<file path="config.mk">
export PLATFORM = sky130hd
export DESIGN_NAME = intr_status_reg
export DESIGN_NICKNAME = d
export VERILOG_FILES = /design/src/rtl/intr_status_reg.sv
export SDC_FILE = /design/constraint.sdc
export NUM_CORES = 1
export LEC_CHECK = 0
export ABC_CLOCK_PERIOD_IN_PS = 1250
export BUFFER_PORTS_ARGS = -buffer_cell sky130_fd_sc_hd__buf_4
export CAP_MARGIN = 10
export CORE_MARGIN = 1
export CORE_UTILIZATION = 30
export DETAILED_ROUTE_END_ITERATION = 12
export SETUP_SLACK_MARGIN = 0.2
export SLEW_MARGIN = 20
export SYNTH_ARGS = -nofsm -noshare
export SYNTH_HDL_FRONTEND = slang
export SYNTH_SLANG_ARGS = --single-unit
</file>
<file path="constraint.sdc">
create_clock -name clk -period 1.25 [get_ports clk]
set_clock_uncertainty 0.2 [all_clocks]
set_input_delay 0.1875 -clock clk [delete_from_list [all_inputs] [get_ports clk]]
set_output_delay 0.1875 -clock clk [all_outputs]
set_load 0.02 [all_outputs]
</file>
<file path="src/rtl/intr_status_reg.sv">
module intr_status_reg #(
  parameter int EVT_W = 23
) (
  input  logic             clk,
  input  logic             rst_n,
  input  logic [1:0]       reg_addr,
  input  logic             reg_wr,
  input  logic [31:0]      reg_wdata,
  output logic [31:0]      reg_rdata,
  input  logic [EVT_W-1:0] evt_i,
  input  logic             berr_parity,
  input  logic             berr_mabort,
  input  logic             berr_tabort,
  input  logic             parity_resp_en,
  input  logic             txdma_stopped,
  output logic             irq_o
);
  localparam int          BERR_BIT = 13;
  localparam logic [31:0] IRQ_SRC  = 32'h0000_2DFF;
  localparam logic [EVT_W-1:0] EVT_OK = ~(EVT_W'(1) << BERR_BIT);

  logic [EVT_W-1:0] st_q, st_d, clr, set;
  logic [2:0]       bet_q, bet_d;
  logic [31:0]      mask_q;
  logic [29:0]      txb_q;
  logic             irq_q;

  wire st_wr  = reg_wr && (reg_addr == 2'd0);
  wire mk_wr  = reg_wr && (reg_addr == 2'd1);
  wire txb_wr = reg_wr && (reg_addr == 2'd2) && txdma_stopped;
  wire par_ok = berr_parity && parity_resp_en;
  wire hit    = par_ok || berr_mabort || berr_tabort;

  assign clr  = st_wr ? reg_wdata[EVT_W-1:0] : '0;
  assign set  = (evt_i & EVT_OK) | (EVT_W'(hit) << BERR_BIT);
  assign st_d = (st_q & ~clr) | set;

  always_comb begin
    bet_d = bet_q;
    if (!st_q[BERR_BIT] && hit)
      bet_d = par_ok ? 3'b000 : (berr_mabort ? 3'b001 : 3'b010);
    else if (!st_d[BERR_BIT])
      bet_d = 3'b000;
  end

  always_ff @(posedge clk or negedge rst_n) begin
    if (!rst_n) begin
      st_q   <= '0;
      bet_q  <= '0;
      mask_q <= '0;
      txb_q  <= '0;
      irq_q  <= 1'b0;
    end else begin
      st_q  <= st_d;
      bet_q <= bet_d;
      irq_q <= |({{(32-EVT_W){1'b0}}, st_q} & mask_q & IRQ_SRC);
      if (mk_wr)  mask_q <= reg_wdata & IRQ_SRC;
      if (txb_wr) txb_q  <= reg_wdata[31:2];
    end
  end

  always_comb begin
    unique case (reg_addr)
      2'd0:    reg_rdata = {6'b0, bet_q, st_q};
      2'd1:    reg_rdata = mask_q;
      2'd2:    reg_rdata = {txb_q, 2'b00};
      default: reg_rdata = '0;
    endcase
  end

  assign irq_o = irq_q;
endmodule


</file>
# Word level (Yosys, flattened, before mapping)
# Index checks and enable logic that the tools add are counted.
[totals]
inputBits = 65
word_cells = 30
output_inout_bits = 33
reg_bits = 69
[classes]
bitwise_logic = 5
eq_ne = 3
n_reduce_logical = 11
mux = 6
[ops]
columns = ["op", "count"]
rows = [
  ["$pmux W32 S3", 1],
  ["$and A23 B23 Y23", 1],
  ["$mux W23", 1],
  ["$not A23 Y23", 1],
  ["$or A23 B14 Y23", 1],
  ["$or A23 B23 Y23", 1],
  ["$and A14 B14 Y14", 1],
  ["$reduce_or A12 Y1", 1],
  ["$logic_and A1 B1 Y1", 6],
  ["$mux W3", 2],
  ["$mux W2", 2],
  ["$eq A2 B1 Y1 const B", 1],
  ["$eq A2 B2 Y1 const B", 1],
  ["$logic_not A2 Y1", 1],
  ["$logic_or A1 B1 Y1", 2],
  ["$ne A2 B1 Y1 const B", 1],
  ["$logic_not A1 Y1", 1],
]

# Longest topological paths before layout
# Gate-level depths: netlist of the first run.
[logic_depth]
depth_word = 8
depth_mapped = 5
mapped_depth_nobuf = 3

# Worst setup path before layout of the first run
# Ideal clock, no wire load.
[synth_timing]
path_type = "input-to-output"
start = "input reg_addr[1]"
end = "output reg_rdata[13]"
n_path_buf = 2
t_arrival_ns = 1.139
path_slack_ns = -0.277
cell_stages = 4
required_ns = 0.863
cell_sequence = "buf_4 buf_4 mux2i_1 o21ai_0"
[synth_between]
elab_chain_cells = 2
elab_cells_between_ends = 4
classes_between = "2 x eq/ne; 1 x mux; 1 x reduce/logical"
[synth_lines]
columns = ["item", "line", "text"]
rows = [
  ["start: declaration", "6", "input logic [1:0] reg_addr,"],
  ["$eq A2 B2 Y1, or another cell as far along", "63", "unique case (reg_addr)"],
  ["$pmux W32 S3 *", "63", ""],
  ["end: declaration", "9", "output logic [31:0] reg_rdata,"],
]
# Every way passes the cells marked *; elsewhere a longest branch is shown, timed or not.

# Final worst setup path of the first run
[layout_timing]
start = "register st_q[5]"
end = "output reg_rdata[5]"
[layout_between]
elab_chain_cells = 1
[layout_lines]
columns = ["item", "line", "text"]
rows = [
  ["start: declaration", "22", "logic [EVT_W-1:0] st_q, st_d, clr, set;"],
  ["start signal: assignment", "54", "st_q <= st_d;"],
  ["$pmux W32 S3", "63", ""],
]
# Every way passes these cells.

==> results of run 1 <==
sequential cells by signal, summed over array words and instances (netlist names):
name,cells
mask_q,12
st_q,23
irq_o,1
txb_q,30
bet_q,2
per-layer routing:
layer | up-vias | GRT usage | part of all wire
li1 | 1332 | - | -
met4 | 0 | 0.05510 | 0.013
met3 | 14 | 0.04699 | 0.049
met5 | - | 0 | 0
met1 | 1408 | 0.2332 | 0.44
met2 | 73 | 0.2919 | 0.50
cell families after synthesis:
group	share of synthesized area
mux	0.2294
buf+inv	0.03293
simple gates	0.1067
flops	0.5397
compound gates	0.09127
power by group:
part | total, mW | internal, mW | switching [mW]
Sequential | 2.75 | 2.53 | 0.223
Combinational | 2.28 | 1.43 | 0.848
Clock | 1.65 | 0.814 | 0.834
final timing paths:
| check | startpoint | end | slack (ns) | depth (start not counted) |
|---|---|---|---|---|
| min in group asynchronous | rst_n | st_q[12]$_DFF_PN0_ | 0.20 | 3 |
| hold reg to reg | st_q[16]$_DFF_PN0_ | st_q[16]$_DFF_PN0_ | 0.28 | 1 |
| hold / removal | reg_wdata[24] | txb_q[22]$_DFFE_PN0P_ | -0.13 | 2 |
| max in group asynchronous | rst_n | irq_o$_DFF_PN0_ | 0.37 | 3 |
| setup reg to reg | mask_q[5]$_DFFE_PN0P_ | irq_o$_DFF_PN0_ | -0.21 | 4 |
| setup / recovery | st_q[5]$_DFF_PN0_ | reg_rdata[5] | -0.38 | 4 |
through the flow:
stage / setup slack, ns / hold slack [ns] / utilization / cells / power, mW
after global placement: -0.2230 / 0.02609 / 0.4329 / 499 / 4.209
after global routing: -0.4008 / -0.1360 / 0.5918 / 608 / 6.992
after floorplan: -0.03905 / -0.3081 / - / 257 / 3.611
after detailed placement: -0.2390 / 0.03077 / 0.4329 / 499 / 4.250
final: -0.3773 / -0.1294 / 0.5918 / 608 / 6.680
after CTS: -0.3731 / -0.1388 / 0.5657 / 590 / 6.442
critical path, delay by kind of cell (launching register included):
family | cells | cell delay, ns
mux | 1 | 0.16
flops | 1 | 0.39
buf+inv | 2 | 0.25
compound gates | 1 | 0.09
area by class of cell:
| cell class | count | area (um^2) |
|---|---|---|
| timing repair buffer | 213 | 2186 |
| multi-input combinational | 176 | 1856 |
| fill | 830 | 4195 |
| sequential | 68 | 1702 |
| clock buffer | 13 | 158.9 |
| tap | 136 | 170.2 |
| clock inverter | 2 | 10.01 |
placed cells by master, fill, tap and decap left out, drive strengths merged:
master       netlist  layout
buf               12     165
dfrtp             68      68
dlygate4sd3        0      48
mux2              42      42
nand2             34      34
mux2i             25      25
a21o              22      22
nor2              16      16
clkbuf             1      13
o21ai             10      10
and2               7       7
a22o               3       3
a221oi             3       3
nand3              3       3
clkinv             0       2
nor2b              2       2
a21oi              2       2
and2b              1       1
nor3b              1       1
a21bo              1       1
nand3b             1       1
and4               1       1
nor3               1       1
nand4bb            1       1
timing repair:
action | CTS | global route
resized for setup | 118 | 31
hold endpoints to repair | 135 | 41
hold buffers | 48 | 10
setup endpoints to repair | 94 | 100
cloned | 4 | 0
pin swaps | 11 | 11
buffers inserted | 24 | 18
==> out/results.ini, run 1 <==
[timing]
final_hold_viol_count = 12
slew_headroom = 0.7496
hold_ws_ns = -0.1294
setup_viol = 36
final.setup.tns_ns = -7.686
slew_violations = 0
fin_ws_ns = -0.3773
worstMarginPinSlew_ns = 0.3756
min_period_ns = 1.627
fmax_mhz = 614.5
finalCritPeriodShare = 1.302
rsz0062_at_grt = yes

[die]
die_w_um = 104.5
dieHeight_um = 104.5
core-area_mm2 = 0.01028
start_util = 0.3068
pin_count = 98
row_count = 37
die_area_mm2 = 0.01092

[synthesis]
synth_cell_types = 26
yosysMostFrequentCell = dfrtp_1
ys_seq_elements = 68
synthTopCellsByArea = dfrtp_1 (54%), mux2_2 (15%), mux2i_1 (7.9%)
synth_area_leader_cell = dfrtp_1
synth-edff-count = 0
ys.flop_type = dfrtp_1
synthesis.area_mm2 = 0.003153
synthTopCellsByCount = dfrtp_1 (68), mux2_2 (42), nand2_1 (34)
postSynthAreaPerCell_um2 = 12.27
ys.warnings.count = 0
synth_top_area_frac = 0.5397
netlist_instances = 257
synthesis.nets = 322
synthArstFlopShare = 1.000
yosysSeqAreaShare = 0.5397

[status]
violations = design-rule violations, negative hold slack, negative setup slack
status = finished with violations

[worst_hold_path]
hold_path.class = in2reg

[cts]
cts_tree = done
clk_pin_slew_ns = 0.07
cts_made_buffers = 9
clkSinkCount = 68
htree_levels = 3
clockBufferDepth = 2
clock-root-buffer = clkbuf_8
worstSkewPairLatency_ns = 0.35

[critical_path]
path_class = reg2out
cp-start-kind = flip-flop
slowest_delay_ns = 0.39
arrival_ns = 1.24
crit_top_cell = buf_6
end_kind = primary output
required_ns = 0.86
cp_max_fo = 2
crit_chain = buf_6, mux2i_2, o21ai_2, buf_6
slowest_stage = dfrtp_1

[layout]
synthToLayoutAreaGrowth_pct = 92.90
n_antenna_cell = 0
fin_area_mm2 = 0.006082
drive_gt1_frac = 0.6356
nets = 533

[detailed_routing]
drt_iter0_drc = 60
drt_pass1_iterations = 8
drt-vias-per-instance = 4.650
detail_route.wl_per_cell_um = 16.06
routed_wl_um = 9763
drc_errors = 2
vias = 2827
antenna_left = 0

[global_route]
grt_max_degree = 69
track_usage = 0.1796
grt_pass1_vias = 2945
antenna_found_initial = 0
grt_pass1_wl_um = 15100
overflow = 0

[placement]
gp_congestion = 0.7359
place_area_mm2 = 0.004449
dp_hpwl_um = 5738
portBuffers = 96

[run]
max_cap_violations = 0

[power_and_ir_drop]
cellPowerDensity_mw_per_mm2 = 1098
peakVddDrop_mv = 0.5953
leakage_nw = 2.894

Power figures use the tool's default switching activity.
==> run 2: changes to the inputs <==
PLACE_DENSITY_LB_ADDON = 0.05   (was unset)
==> out/results.ini, run 2 (synthesis results as in run 1) <==
[critical_path]
path_class = reg2out
r2r-end = irq_o$_DFF_PN0_
cp-start-kind = flip-flop
end_kind = primary output
r2r_cells = 4  ; unchanged
worst-r2r-setup-slack_ns = -0.24  ; -0.03 ns
required_ns = 0.86  ; about the same
r2r-start = st_q[5]$_DFF_PN0_
arrival_ns = 1.22  ; -0.02 ns
cp_max_fo = 2  ; unchanged

[cts]
clock-root-buffer = clkbuf_8
cts_tree = done
worstSkewPairLatency_ns = 0.35  ; about the same
clockBufferDepth = 2  ; unchanged
clk_pin_slew_ns = 0.07  ; about the same
clkSinkCount = 68  ; unchanged
htree_levels = 3  ; unchanged
cts_made_buffers = 9  ; unchanged

[global_route]
antenna_found_initial = 0  ; unchanged
grt_pass1_wl_um = 14920  ; -1.2%
grt_pass1_vias = 2954  ; +0.31%
track_usage = 0.1812  ; +0.001535
overflow = 0  ; unchanged
grt_max_degree = 43  ; -38%

[layout]
drive_gt1_frac = 0.6216  ; -0.01403
multiInputGateArea_mm2 = 0.001757  ; -5.3%
regMostFlops = txb_q
fin_area_mm2 = 0.006012  ; -1.2%
n_antenna_cell = 0  ; unchanged
largest_reg_flops = 30  ; unchanged
final_cell_mix = buf_4 (92), dfrtp_1 (68), dlygate4sd3_1 (55), buf_6 (47), mux2_2 (25)
regArea_mm2 = 0.001702  ; unchanged
fin_util = 0.5850  ; -0.006817
reg_top3 = txb_q (30), st_q (23), mask_q (12)
synthToLayoutAreaGrowth_pct = 90.67
final_common_cell = buf_4
fillCellCount = 869  ; +4.7%
nets = 535  ; +0.38%

[timing]
rsz0062_at_grt = yes
setup_viol = 33  ; -8.3%
finalCritPeriodShare = 1.286  ; -0.01599
fmax_mhz = 622.2  ; +1.2%
final.setup.tns_ns = -7.265  ; +0.4211 ns
slew_violations = 0  ; unchanged
fin_ws_ns = -0.3573  ; +0.01999 ns
hold_ws_ns = -0.08047  ; +0.04897 ns
final_hold_viol_count = 5  ; -7
min_period_ns = 1.607  ; -0.01999 ns
slew_headroom = 0.7998  ; +0.05021
worstMarginPinSlew_ns = 0.3003  ; -0.07531 ns

[detailed_routing]
drt_iter0_drc = 74  ; +23%
highest_layer = met4
antenna_left = 0  ; unchanged
drt_pass1_iterations = 4  ; -4
drt-vias-per-instance = 4.558  ; -2.0%
drc_errors = 0  ; -2
routed_wl_um = 9551  ; -2.2%
wl_met2_um = 4749  ; -2.9%
wl_met1_um = 4318  ; +1.2%
vias = 2776  ; -1.8%
detail_route.wl_per_cell_um = 15.68  ; -2.3%
wl_met3_um = 425  ; -11%

[die]
die_area_mm2 = 0.01092  ; unchanged
row_count = 37  ; unchanged
dieHeight_um = 104.5  ; unchanged
core-area_mm2 = 0.01028  ; unchanged
die_w_um = 104.5  ; unchanged
pin_count = 98  ; unchanged
start_util = 0.3068  ; unchanged

[power_and_ir_drop]
cellPowerDensity_mw_per_mm2 = 1093  ; -0.52%
p_comb_frac = 0.308  ; -0.033
clock_power_share = 0.274  ; +0.027
power.switching_mw = 1.789  ; -6.1%
p_int_mw = 4.779  ; about the same
seqPwrFrac = 0.418  ; +0.006
sw_frac_of_total = 0.2724  ; -0.01273
leakage_nw = 2.747  ; -5.1%
peakVddDrop_mv = 0.7416  ; +25%

[placement]
place_area_mm2 = 0.004432  ; -0.39%
gp_congestion = 0.7066  ; -4.0%
portBuffers = 96  ; unchanged
dp_hpwl_um = 5670  ; -1.2%

[run]
max_cap_violations = 0  ; unchanged

[status]
violations = negative hold slack, negative setup slack
status = finished with violations

[worst_hold_path]
min_from = reg_wdata[13]
hold_path.class = in2reg
min_delay_worst_endpoint = mask_q[13]$_DFFE_PN0P_
min_path_cells = 2  ; unchanged

[run 2: area by class of cell]
| cell class | instances | share of cell area |
|---|---|---|
| clock buffer | 12 | 0.02581 |
| tap | 136 | 0.02830 |
| multi-input combinational | 177 | 0.2922 |
| timing repair buffer | 214 | 0.3648 |
| clock inverter | 2 | 0.005827 |
| sequential | 68 | 0.2830 |
[run 2: repair_timing]
item                       CTS  global route
gates resized for setup     78            46
buffers inserted            16            14
hold endpoints to repair   135            34
cloned                       4             4
pin swaps                    6            17
hold buffers                57            11
setup endpoints to repair   91            93
[run 2: worst max-delay path by stage]
stage,end,depth (start not counted),startpoint
floorplan,txb_q[0]$_DFFE_PN0P_,4,reg_addr[0]
global placement,bet_q[0]$_DFFE_PN0P_,6,reg_addr[1]
detailed placement,txb_q[23]$_DFFE_PN0P_,5,reg_addr[0]
CTS,reg_rdata[5],4,st_q[5]$_DFF_PN0_
global route,reg_rdata[5],4,st_q[5]$_DFF_PN0_
finish,reg_rdata[5],4,st_q[5]$_DFF_PN0_
[run 2: routing by layer]
layer / vias to the layer above / global-route usage
met1: 1363 / 0.2190
met5: - / 0
met2: 71 / 0.3070
li1: 1337 / -
met4: 0 / 0.05204
met3: 5 / 0.05827
[run 2: worst max-delay path, stage by stage (launching register included)]
cell and delay (ns):
dfrtp_1 0.40, buf_6 0.13, mux2i_4 0.14, o21ai_2 0.08, buf_6 0.13
[run 2: power by group through the flow]
stage               Combinational (mW)  Clock [mW]  Sequential [mW]
finish                            2.02        1.80             2.75
global route                      2.16        1.96             2.80
CTS                               1.89        1.88             2.73
detailed placement                1.46           0             2.77
global placement                  1.44           0             2.76
floorplan                        0.889           0             2.72
[run 2: through the flow]
stage                     setup WS, ns  total power [mW]  hold WS [ns]  instances
after floorplan               -0.03905             3.611       -0.3081        257
after global placement         -0.2388             4.209      -0.03852        500
after detailed placement       -0.2568             4.230      -0.04087        500
after CTS                      -0.3931             6.502       -0.1087        591
after global routing           -0.4221             6.921       -0.1117        609
final                          -0.3573             6.568      -0.08047        609
==> run 3: changes to the inputs <==
CORE_MARGIN = 2   (was 1)
==> out/results.ini, run 3 (synthesis results as in run 1) <==
[timing]
finalCritPeriodShare = 1.247  ; -0.03874
slew_violations = 0  ; unchanged
setup_viol = 62  ; +88%
min_period_ns = 1.559  ; -0.04842 ns
rsz0062_at_grt = yes
slew_headroom = 0.7885  ; -0.01126
final.setup.tns_ns = -7.383  ; -0.1175 ns
fin_ws_ns = -0.3089  ; +0.04842 ns
hold_ws_ns = -0.1143  ; -0.03382 ns
worstMarginPinSlew_ns = 0.3172  ; +0.01689 ns
fmax_mhz = 641.5  ; +3.1%
final_hold_viol_count = 12  ; +7

[power_and_ir_drop]
seqPwrFrac = 0.440  ; +0.022
sw_frac_of_total = 0.2903  ; +0.01791
p_int_mw = 4.439  ; -7.1%
peakVddDrop_mv = 0.5882  ; -21%
power.switching_mw = 1.816  ; +1.5%
cellPowerDensity_mw_per_mm2 = 1043  ; -4.5%
leakage_nw = 2.720  ; -1.0%
p_comb_frac = 0.318  ; +0.010
clock_power_share = 0.242  ; -0.032

[die]
die_area_mm2 = 0.01135  ; +3.9%
die_w_um = 106.5  ; +1.9%
dieHeight_um = 106.5  ; +1.9%
start_util = 0.3068  ; unchanged
row_count = 37  ; unchanged
pin_count = 98  ; unchanged
core-area_mm2 = 0.01028  ; unchanged

[critical_path]
r2r-start = st_q[5]$_DFF_PN0_
crit_top_cell = buf_6
cp_max_fo = 2  ; unchanged
end_kind = primary output
critPathLaunch = st_q[5]$_DFF_PN0_
arrival_ns = 1.17  ; -0.05 ns
worst-r2r-setup-slack_ns = -0.24  ; about the same
crit_family = flip-flops
r2r-end = irq_o$_DFF_PN0_
path_class = reg2out
required_ns = 0.86  ; about the same
cp-start-kind = flip-flop
r2r_cells = 4  ; unchanged
slowest_stage = dfrtp_1
slowest_delay_ns = 0.39  ; about the same
crit_chain = buf_6, mux2i_4, o21ai_2, buf_6
cp_num_buf_inv = 2  ; unchanged

[cts]
clock-root-buffer = clkbuf_8
worstSkewPairLatency_ns = 0.33  ; -0.02 ns
clockBufferDepth = 2  ; unchanged
clk_pin_slew_ns = 0.07  ; about the same
clkSinkCount = 68  ; unchanged
cts_tree = done
cts_made_buffers = 9  ; unchanged
htree_levels = 3  ; unchanged

[layout]
synthToLayoutAreaGrowth_pct = 90.16
fin_util = 0.5834  ; -0.001583
final_cell_mix = buf_4 (89), dfrtp_1 (68), buf_6 (52), dlygate4sd3_1 (47), mux2_2 (34)
reg_top3 = txb_q (30), st_q (23), mask_q (12)
largest_reg_flops = 30  ; unchanged
regArea_mm2 = 0.001702  ; unchanged
n_antenna_cell = 0  ; unchanged
fillCellCount = 918  ; +5.6%
regMostFlops = txb_q
nets = 532  ; -0.56%
multiInputGateArea_mm2 = 0.001767  ; +0.57%
drive_gt1_frac = 0.6476  ; +0.02599
final_common_cell = buf_4

[global_route]
track_usage = 0.1720  ; -0.009184
overflow = 0  ; unchanged
antenna_found_initial = 0  ; unchanged
grt_pass1_wl_um = 15060  ; +0.92%
grt_pass1_vias = 2925  ; -0.98%
grt_max_degree = 27  ; -37%

[placement]
gp_congestion = 0.7709  ; +9.1%
portBuffers = 96  ; unchanged
dp_hpwl_um = 5884  ; +3.8%

[detailed_routing]
vias = 2742  ; -1.2%
drt-vias-per-instance = 4.517  ; -0.90%
drt_pass1_iterations = 4  ; unchanged
drt_iter0_drc = 57  ; -23%
antenna_left = 0  ; unchanged
routed_wl_um = 9210  ; -3.6%
detail_route.wl_per_cell_um = 15.17  ; -3.3%
drc_errors = 0  ; unchanged

[run]
max_cap_violations = 0  ; unchanged

[status]
violations = negative hold slack, negative setup slack
status = finished with violations

[worst_hold_path]
min_path_cells = 2  ; unchanged
hold_path.class = in2reg
min_from = reg_wdata[29]
min_delay_worst_endpoint = txb_q[27]$_DFFE_PN0P_

run 3: worst max-delay path by stage:
| stage | end | cells past startpoint |
|---|---|---|
| CTS | reg_rdata[5] | 4 |
| global placement | txb_q[29]$_DFFE_PN0P_ | 5 |
| detailed placement | txb_q[25]$_DFFE_PN0P_ | 5 |
| floorplan | txb_q[0]$_DFFE_PN0P_ | 4 |
| finish | reg_rdata[5] | 4 |
| global route | reg_rdata[5] | 4 |
run 3: per-stage QoR:
| step | setup slack [ns] | total power, mW | cell area [um^2] | instances |
|---|---|---|---|---|
| floorplan | -0.03905 | 3.611 | 3428 | 257 |
| detailed placement | -0.2385 | 4.272 | 4519 | 505 |
| CTS | -0.3402 | 6.258 | 5821 | 597 |
| global route | -0.3792 | 6.641 | 5996 | 607 |
| global placement | -0.2251 | 4.254 | 4519 | 505 |
| finish | -0.3089 | 6.255 | 5996 | 607 |
run 3: metal layers:
metal / vias up / track usage / share of wire
met5: - / 0 / 0
met4: 0 / 0.03618 / 0.0059
met3: 4 / 0.04047 / 0.040
met2: 62 / 0.2816 / 0.49
met1: 1347 / 0.2331 / 0.46
li1: 1329 / - / -
run 3: cell type report:
| type | instances | share of cell area |
|---|---|---|
| Timing Repair Buffer | 211 | 0.3669 |
| Clock inverter | 5 | 0.005008 |
| Multi-Input combinational cell | 177 | 0.2947 |
| Clock buffer | 10 | 0.02129 |
| Tap cell | 136 | 0.02838 |
| Sequential cell | 68 | 0.2838 |
run 3: timing repair:
action / 4_1_cts / 5_1_grt
endpoints found under the hold margin: 135 / 42
resized for setup: 100 / 22
endpoints found under the setup margin: 99 / 100
pin swaps: 21 / 6
cloned: 5 / 0
setup buffers: 24 / 10
hold buffers: 48 / 10
run 3: worst reg2reg max path: cells and delay by family, from the launching register on:
kind / cells / cell delay, ns
DFF: 1 / 0.39
and+or+nand+nor: 1 / 0.12
buffers and inverters: 1 / 0.14
AOI/OAI and AO/OA: 2 / 0.50
run 3: power by group through the flow:
| stage | sequential, mW | clock (mW) | combinational [mW] |
|---|---|---|---|
| finish | 2.75 | 1.51 | 1.99 |
| global route | 2.80 | 1.71 | 2.13 |
| CTS | 2.73 | 1.59 | 1.93 |
| detailed placement | 2.77 | 0 | 1.51 |
| global placement | 2.77 | 0 | 1.49 |
| floorplan | 2.72 | 0 | 0.889 |
